$ cat src/rtl/sync_cnt_pkg.sv
package sync_cnt_pkg;
  typedef enum logic [1:0] {
    SZ_BYTE = 2'd0,
    SZ_HALF = 2'd1,
    SZ_WORD = 2'd2,
    SZ_RSVD = 2'd3
  } acc_size_e;

  typedef enum logic [2:0] {
    K_IDLE,
    K_WORD,
    K_LO,
    K_HI,
    K_ERR
  } resp_kind_e;

  localparam int unsigned DATA_W = 32;
  localparam int unsigned HALF_W = DATA_W / 2;
endpackage

$ cat src/rtl/sc_counter.sv
module sc_counter #(
  parameter int unsigned CNT_W = 32
) (
  input  logic             clk_i,
  input  logic             rst_ni,
  input  logic             tick_i,
  output logic [CNT_W-1:0] cnt_o
);
  localparam logic [CNT_W-1:0] ONE = CNT_W'(1);

  logic [CNT_W-1:0] cnt_q;

  always_ff @(posedge clk_i or negedge rst_ni) begin
    if (!rst_ni)     cnt_q <= '0;
    else if (tick_i) cnt_q <= cnt_q + ONE; // silent wrap
  end

  assign cnt_o = cnt_q;
endmodule

$ cat src/rtl/sc_decode.sv
module sc_decode
  import sync_cnt_pkg::*;
#(
  parameter int unsigned ADDR_W  = 8,
  parameter int unsigned REV_OFF = 'h00,
  parameter int unsigned CNT_OFF = 'h10
) (
  input  logic [ADDR_W-1:0] addr_i,
  input  logic              rd_i,
  input  logic              wr_i,
  input  logic [1:0]        size_i,
  output resp_kind_e        kind_o,
  output logic              sel_cnt_o
);
  localparam logic [ADDR_W-3:0] REV_WORD = REV_OFF[ADDR_W-1:2];
  localparam logic [ADDR_W-3:0] CNT_WORD = CNT_OFF[ADDR_W-1:2];

  logic hit_rev, hit_cnt, hit_any;

  assign hit_rev   = addr_i[ADDR_W-1:2] == REV_WORD;
  assign hit_cnt   = addr_i[ADDR_W-1:2] == CNT_WORD;
  assign hit_any   = hit_rev | hit_cnt;
  assign sel_cnt_o = hit_cnt;

  always_comb begin
    kind_o = K_ERR;
    if (wr_i) begin
      kind_o = K_ERR;
    end else if (!rd_i) begin
      kind_o = K_IDLE;
    end else begin
      unique case (acc_size_e'(size_i))
        SZ_WORD: kind_o = (hit_any && addr_i[1:0] == 2'b00) ? K_WORD : K_ERR;
        SZ_HALF: begin
          if (!hit_any || addr_i[0]) kind_o = K_ERR;
          else if (addr_i[1])        kind_o = K_HI;
          else                       kind_o = K_LO;
        end
        default: kind_o = K_ERR;
      endcase
    end
  end
endmodule

$ cat src/rtl/sc_hold.sv
module sc_hold #(
  parameter int unsigned HALF_W = 16
) (
  input  logic              clk_i,
  input  logic              rst_ni,
  input  logic              load_i,
  input  logic [HALF_W-1:0] din_i,
  output logic [HALF_W-1:0] hold_o
);
  logic [HALF_W-1:0] hold_q;

  always_ff @(posedge clk_i or negedge rst_ni) begin
    if (!rst_ni)     hold_q <= '0;
    else if (load_i) hold_q <= din_i;
  end

  assign hold_o = hold_q;
endmodule

$ cat src/rtl/sync_counter_top.sv
module sync_counter_top
  import sync_cnt_pkg::*;
#(
  parameter int unsigned ADDR_W  = 8,
  parameter int unsigned CNT_W   = 32,
  parameter int unsigned REV_OFF = 'h00,
  parameter int unsigned CNT_OFF = 'h10,
  parameter logic [31:0] REV_VAL = 32'h0000_0021
) (
  input  logic              clk_i,
  input  logic              rst_ni,
  input  logic              tick_i,
  input  logic [ADDR_W-1:0] addr_i,
  input  logic              rd_i,
  input  logic              wr_i,
  input  logic [1:0]        size_i,
  output logic [31:0]       rdata_o,
  output logic              err_o
);
  logic [CNT_W-1:0]  cnt_q;
  logic [HALF_W-1:0] hold_q;
  logic [DATA_W-1:0] word_val, rdata_d, rdata_q;
  logic              err_d, err_q, sel_cnt, hold_ld;
  resp_kind_e        kind;

  sc_counter #(.CNT_W(CNT_W)) u_cnt (
    .clk_i (clk_i),
    .rst_ni(rst_ni),
    .tick_i(tick_i),
    .cnt_o (cnt_q)
  );

  sc_decode #(
    .ADDR_W (ADDR_W),
    .REV_OFF(REV_OFF),
    .CNT_OFF(CNT_OFF)
  ) u_dec (
    .addr_i   (addr_i),
    .rd_i     (rd_i),
    .wr_i     (wr_i),
    .size_i   (size_i),
    .kind_o   (kind),
    .sel_cnt_o(sel_cnt)
  );

  assign word_val = sel_cnt ? DATA_W'(cnt_q) : REV_VAL;
  assign hold_ld  = (kind == K_LO);

  sc_hold #(.HALF_W(HALF_W)) u_hold (
    .clk_i (clk_i),
    .rst_ni(rst_ni),
    .load_i(hold_ld),
    .din_i (word_val[DATA_W-1:HALF_W]),
    .hold_o(hold_q)
  );

  always_comb begin
    rdata_d = '0;
    err_d   = 1'b0;
    unique case (kind)
      K_WORD:  rdata_d = word_val;
      K_LO:    rdata_d = {{HALF_W{1'b0}}, word_val[HALF_W-1:0]};
      K_HI:    rdata_d = {{HALF_W{1'b0}}, hold_q};
      K_ERR:   err_d   = 1'b1;
      default: ;
    endcase
  end

  always_ff @(posedge clk_i or negedge rst_ni) begin
    if (!rst_ni) begin
      rdata_q <= '0;
      err_q   <= 1'b0;
    end else begin
      rdata_q <= rdata_d;
      err_q   <= err_d;
    end
  end

  assign rdata_o = rdata_q;
  assign err_o   = err_q;
endmodule

$ cat config.mk
export PLATFORM = sky130hd
export DESIGN_NAME = sync_counter_top
export DESIGN_NICKNAME = d
export VERILOG_FILES = /design/src/rtl/sync_cnt_pkg.sv /design/src/rtl/sc_counter.sv /design/src/rtl/sc_decode.sv /design/src/rtl/sc_hold.sv /design/src/rtl/sync_counter_top.sv
export SDC_FILE = /design/constraint.sdc
export NUM_CORES = 1
export LEC_CHECK = 0
export ABC_AREA = 1
export BUFFER_PORTS_ARGS = -buffer_cell sky130_fd_sc_hd__buf_2
export CAP_MARGIN = 20
export CORE_AREA = 3 3 97 99
export CTS_CLUSTER_DIAMETER = 120
export DETAILED_ROUTE_END_ITERATION = 12
export DIE_AREA = 0 0 100 102
export GPL_ROUTABILITY_DRIVEN = 0
export PLACE_DENSITY = 0.65
export SKIP_CTS_REPAIR_TIMING = 1
export SYNTH_ARGS = -nofsm -noshare
export SYNTH_HDL_FRONTEND = slang
export SYNTH_SLANG_ARGS = --single-unit
$ cat constraint.sdc
create_clock -name clk_i -period 2.15 [get_ports clk_i]
set_input_delay 0.1075 -clock clk_i [delete_from_list [all_inputs] [get_ports clk_i]]
set_output_delay 0.1075 -clock clk_i [all_outputs]
set_load 0.02 [all_outputs]
==> flow_summary.json, run 1 <==
{
  "overflow": 0,
  "rows": 34,
  "setup.worst_path.start": "u_cnt.cnt_o[0]",
  "rsz0062_at_grt": "no",
  "grt_pass1_vias": 3139,
  "die_y_um": 102,
  "drc": 0,
  "finalSetupTns_ns": 0,
  "syn_area_sq_um": 3870,
  "die_width_um": 100,
  "synth_top_family_by_area": "simple AND/OR/NAND/NOR gates",
  "critPathKind": "reg -> reg",
  "insertion_delay_ns": 0.36,
  "viasPerCell": 4.93,
  "skew_ns": 0.00953,
  "dieArea_sq_um": 10200,
  "drt_iter0_drc": 142,
  "layout_commonest_cell": "nand2_1",
  "area.growth.synth_to_final_pct": 15.8,
  "power.density_nw_per_um2": 774,
  "initial_core_util_pct": 44.8,
  "yosysSeqAreaShare_pct": 52.4,
  "dpl_cell_area_sq_um": 4220,
  "dr.pass1.iters": 5,
  "clock-sinks": 81,
  "failed_checks": "negative hold slack",
  "maxCapViolations": 0,
  "diodes": 0,
  "cp-start-kind": "flip-flop",
  "clock.fmax_ghz": 0.543,
  "setup_viol": 0,
  "hpwl_um": 6720,
  "r2r-start": "u_cnt.cnt_o[0]",
  "dp_cells": 620,
  "syn_avg_cell_area_sq_um": 8.18,
  "synth_nets": 491,
  "drt_wl_total_um": 8860,
  "hold_viol_final": 1,
  "synthAdderAreaFrac_pct": 0.970,
  "arrival_ns": 2.09,
  "synth_xor_area_share_pct": 4.52,
  "min_period_over_period_pct": 85.6,
  "avgRoutedWirePerCell_um": 13.9,
  "fin_area_sq_um": 4480,
  "final_cell_count_no_fill": 637,
  "clkTransAtPathRegs_ns": 0.08,
  "drv_slew": 0,
  "via_count": 3139,
  "cts_inserted_buffers": 9,
  "port_buffers": 47,
  "layout_common_cells": "151 x nand2_1, 81 x dfrtp_1, 60 x nor2_1",
  "power.total_mw": 3.47,
  "antenna_found_initial": 0,
  "r2r_cells": 10,
  "grt_pass1_wl_um": 14900,
  "synth_seq_cells": 81,
  "status": "finished with violations",
  "synthMuxAreaShare_pct": 0,
  "nNetsFinal": 542,
  "cp-end-kind": "flip-flop",
  "whs_ns": -0.000693,
  "ioPinCount": 48,
  "hold_path.startpoint": "wr_i",
  "synthCells": 473,
  "cp.required_ns": 2.40,
  "yosysUniqueCellTypes": 30,
  "grt_max_degree": 44,
  "min_period_ns": 1.84,
  "drive_gt1_share_pct": 17.4,
  "core_area_sq_um": 8640,
  "clock_path_buffers": 2,
  "final_antenna_net_count": 0,
  "critPathMaxFanout": 4,
  "root_buffer": "clkbuf_8",
  "hold_depth": 3,
  "synthSimpleGateAreaFrac_pct": 32.6,
  "leakage_nw": 2.29,
  "cts_tree": "built",
  "grt_usage_pct": 18.6,
  "min_path_type": "in -> reg",
  "slew-limit-headroom_pct": 67.2,
  "tightestPinTransition_ns": 0.493,
  "yosysWarnings": 0,
  "synth_compound_area_share_pct": 3.36,
  "h-tree-depth": 3,
  "vdd_ir_drop_max_uv": 289
}
## final timing paths
path	to	slack, ns
setup / recovery	u_cnt.cnt_o[22]	0.31
hold / removal	err_o	-0.0007
setup reg to reg	u_cnt.cnt_o[22]	0.31
hold reg to reg	u_hold.hold_o[8]	0.50
max in group asynchronous	u_hold.hold_o[5]	1.28
min in group asynchronous	err_o	0.26
## metrics by stage
step                      utilization, %  setup slack, ns  hold slack [ns]
final                               51.9            0.310        -0.000693
after detailed placement            48.9            0.329            0.114
after global placement              48.9            0.338            0.107
after floorplan                        -            0.543           -0.188
after global routing                51.9            0.114           0.0234
after CTS                           51.8            0.327           -0.271
## cell type report
| class | count | area, sq um |
|---|---|---|
| Sequential cell | 81 | 2030 |
| Inverter | 48 | 180 |
| Tap cell | 108 | 135 |
| Clock buffer | 10 | 138 |
| Fill cell | 808 | 4150 |
| Timing Repair Buffer | 51 | 283 |
| Clock inverter | 6 | 115 |
| Multi-Input combinational cell | 333 | 1600 |
## worst max-delay path, stage by stage (launching register included)
cell and delay, ns:
dfrtp_1 0.41, ha_1 0.23, nand3_1 0.17, nor3_2 0.19
nand2_1 0.14, nor2_2 0.14, nand2_1 0.10, nor2_2 0.16
nand2_1 0.07, nand2_1 0.07, nand2_1 0.05
## logic make-up (layout without fill, tap and decap cells)
family,count (synthesis),count (layout)
and+or+nand+nor,284,284
DFF,81,81
buffers and inverters,59,115
AOI/OAI and AO/OA,26,26
xor gates and xnor gates,20,20
adders and majority gates,3,3
## routing by layer
metal  vias up  routed length, um  GRT usage, %
li1       1567                  -             -
met1      1484               3980          24.4
met2        75               4260          31.5
met3        13                516          3.62
met4         0                103          5.91
met5         -                  0             0
## sequential cells by signal, summed over array words and instances, names as in the netlist
name           count
err_o              1
rdata_o           32
u_cnt.cnt_o       32
u_hold.hold_o     16
## power breakdown
group	switching (mW)	internal, mW
clock network	0.566	0.807
logic	0.256	0.115
registers	0.119	1.61
## cell usage after synthesis
cell type / n / share of area (%)
nor2_1: 60 / 5.8
nor3_2: 1 / 0.26
nand3b_1: 1 / 0.19
xnor2_1: 1 / 0.23
nand2_4: 2 / 0.58
nand3b_2: 1 / 0.29
nand2_2: 4 / 0.65
nor2_2: 9 / 1.5
nand3_1: 31 / 4.0
xor2_1: 19 / 4.3
nor3_1: 12 / 1.6
dfrtp_1: 81 / 52
nand3_2: 2 / 0.52
nor4_1: 1 / 0.16
and3_1: 1 / 0.16
o21ai_0: 8 / 1.0
nand2_1: 151 / 15
inv_1: 45 / 4.4
o21ai_1: 16 / 2.1
buf_2: 6 / 0.78
buf_6: 1 / 0.29
nand4_1: 4 / 0.65
nor3_4: 2 / 0.84
nor2_4: 1 / 0.29
ha_1: 3 / 0.97
buf_4: 1 / 0.19
inv_2: 3 / 0.29
clkbuf_1: 3 / 0.29
nor2_8: 1 / 0.52
a21oi_1: 2 / 0.26
No activity file was read; power rests on OpenSTA's default activity.
==> run 2, diff against run 1 <==
Settings changed: REMOVE_ABC_BUFFERS set to 1.
==> flow_summary.json, run 2 (synthesis gave the netlist of run 1 again) <==
{
  "status": "completed",
  "die_y_um": 102,
  "port_buffers": 47,
  "power.total_mw": 3.12,
  "drt_wl_total_um": 8570,
  "setup_viol": 0,
  "via_count": 3048,
  "final_antenna_net_count": 0,
  "cp-end-kind": "flip-flop",
  "clock-sinks": 81,
  "die_width_um": 100,
  "dieArea_sq_um": 10200,
  "grt.busiest_layer": "met2",
  "hpwl_um": 6590,
  "cp_common_cell": "nand2_1",
  "maxCapViolations": 0,
  "h-tree-depth": 3,
  "cp.required_ns": 2.39,
  "grt_usage_pct": 17.9,
  "critPathMaxFanout": 4,
  "avgRoutedWirePerCell_um": 13.5,
  "critPathMaxStageDelay_ns": 0.41,
  "hold_viol_final": 0,
  "min_path_type": "in -> reg",
  "power.share.sequential_pct": 55.3,
  "cts_tree": "built",
  "power.density_nw_per_um2": 707,
  "root_buffer": "clkbuf_8",
  "dr.pass1.iters": 4,
  "vdd_ir_drop_max_uv": 308,
  "clkTransAtPathRegs_ns": 0.07,
  "clock.fmax_ghz": 0.557,
  "tightestPinTransition_ns": 0.534,
  "diodes": 0,
  "met2_usage_pct": 28.5,
  "fin_area_sq_um": 4410,
  "area.growth.synth_to_final_pct": 13.9,
  "use_met3_pct": 4.64,
  "hold_depth": 3,
  "skew_ns": 0.00889,
  "cts_inserted_buffers": 9,
  "drt_iter0_drc": 227,
  "insertion_delay_ns": 0.35,
  "grt_pass1_wl_um": 14300,
  "arrival_ns": 2.04,
  "comb_power_share_pct": 11.9,
  "min_period_ns": 1.79,
  "ioPinCount": 48,
  "grt_use_met1_pct": 24.0,
  "layout_common_cells": "151 x nand2_1, 81 x dfrtp_1, 60 x nor2_1",
  "min_period_over_period_pct": 83.5,
  "nNetsFinal": 542,
  "core_area_sq_um": 8640,
  "swShare_pct": 28.4,
  "cp-start-kind": "flip-flop",
  "finalSetupTns_ns": 0,
  "initial_core_util_pct": 44.8,
  "crit_chain": "ha_1 -> nand3_1 -> nor3_2 -> nand2_1 -> nor2_2 -> nand2_1 -> nor2_2 -> nand2_1 -> nand2_1 -> nand2_1",
  "drive_gt1_share_pct": 17.0,
  "drc": 0,
  "r2r_cells": 10,
  "antenna_found_initial": 0,
  "dp_cells": 620,
  "rsz0062_at_grt": "no",
  "layout_commonest_cell": "nand2_1",
  "leakage_nw": 2.26,
  "critical_path.slowest_cell": "dfrtp_1",
  "grt_max_degree": 42,
  "dpl_cell_area_sq_um": 4220,
  "critPathKind": "reg -> reg",
  "netSwitchingPower_uw": 887,
  "utilization_pct": 51.1,
  "clock_path_buffers": 2,
  "drv_slew": 0,
  "rows": 34,
  "grt_pass1_vias": 2975,
  "pwr-share-clk_pct": 32.8,
  "slew-limit-headroom_pct": 64.4,
  "overflow": 0,
  "viasPerCell": 4.79,
  "p_int_mw": 2.23,
  "final_cell_count_no_fill": 636
}
-- run 2: cell types whose count changed in the layout (fill, tap and decap cells not counted) --
| cell | previous run | this run |
|---|---|---|
| bufinv_16 | 3 | 0 |
| clkbuf_1 | 0 | 1 |
| clkbuf_8 | 10 | 12 |
| clkinv_2 | 0 | 1 |
| clkinv_4 | 2 | 0 |
-- run 2: layout make-up --
class	instances	area, sq um
clock inverters	2	12.5
repair buffers	51	283
multi-input cells	333	1600
clock buffers	13	169
flip-flops and latches	81	2030
well taps	108	135
inverters	48	180
fillers	857	4230
-- run 2: power by group through the flow --
stage	clock network, mW	logic, mW	registers [mW]
global route	1.12	0.432	1.74
floorplan	0	0.248	1.72
CTS	1.05	0.376	1.72
detailed placement	0	0.371	1.75
finish	1.02	0.371	1.73
global placement	0	0.367	1.75
-- run 2: critical path: cells and delay by family (launching register included) --
kind / cells / cell delay (ns)
simple gates: 9 / 1.06
fa+ha+maj: 1 / 0.23
flops: 1 / 0.41
-- run 2: routing by layer --
metal | routed length, um | up-vias
met5 | 0 | -
met1 | 3970 | 1390
met4 | 172 | 0
li1 | - | 1569
met3 | 519 | 14
met2 | 3910 | 75
-- run 2: final timing paths --
| check | startpoint | endpoint | slack (ns) |
|---|---|---|---|
| hold / removal | rd_i | err_o | 0.02 |
| setup reg to reg | u_cnt.cnt_o[0] | u_cnt.cnt_o[22] | 0.36 |
| max in group asynchronous | rst_ni | u_cnt.cnt_o[26] | 1.28 |
| setup / recovery | u_cnt.cnt_o[0] | u_cnt.cnt_o[22] | 0.36 |
| min in group asynchronous | rst_ni | err_o | 0.27 |
| hold reg to reg | u_hold.hold_o[8] | u_hold.hold_o[8] | 0.49 |
-- run 2: per-stage QoR --
stage,worst slack [ns],hold slack [ns]
after global routing,0.0492,0.0213
final,0.356,0.0176
after floorplan,0.543,-0.188
after global placement,0.295,0.127
after detailed placement,0.271,0.130
after CTS,0.356,-0.255
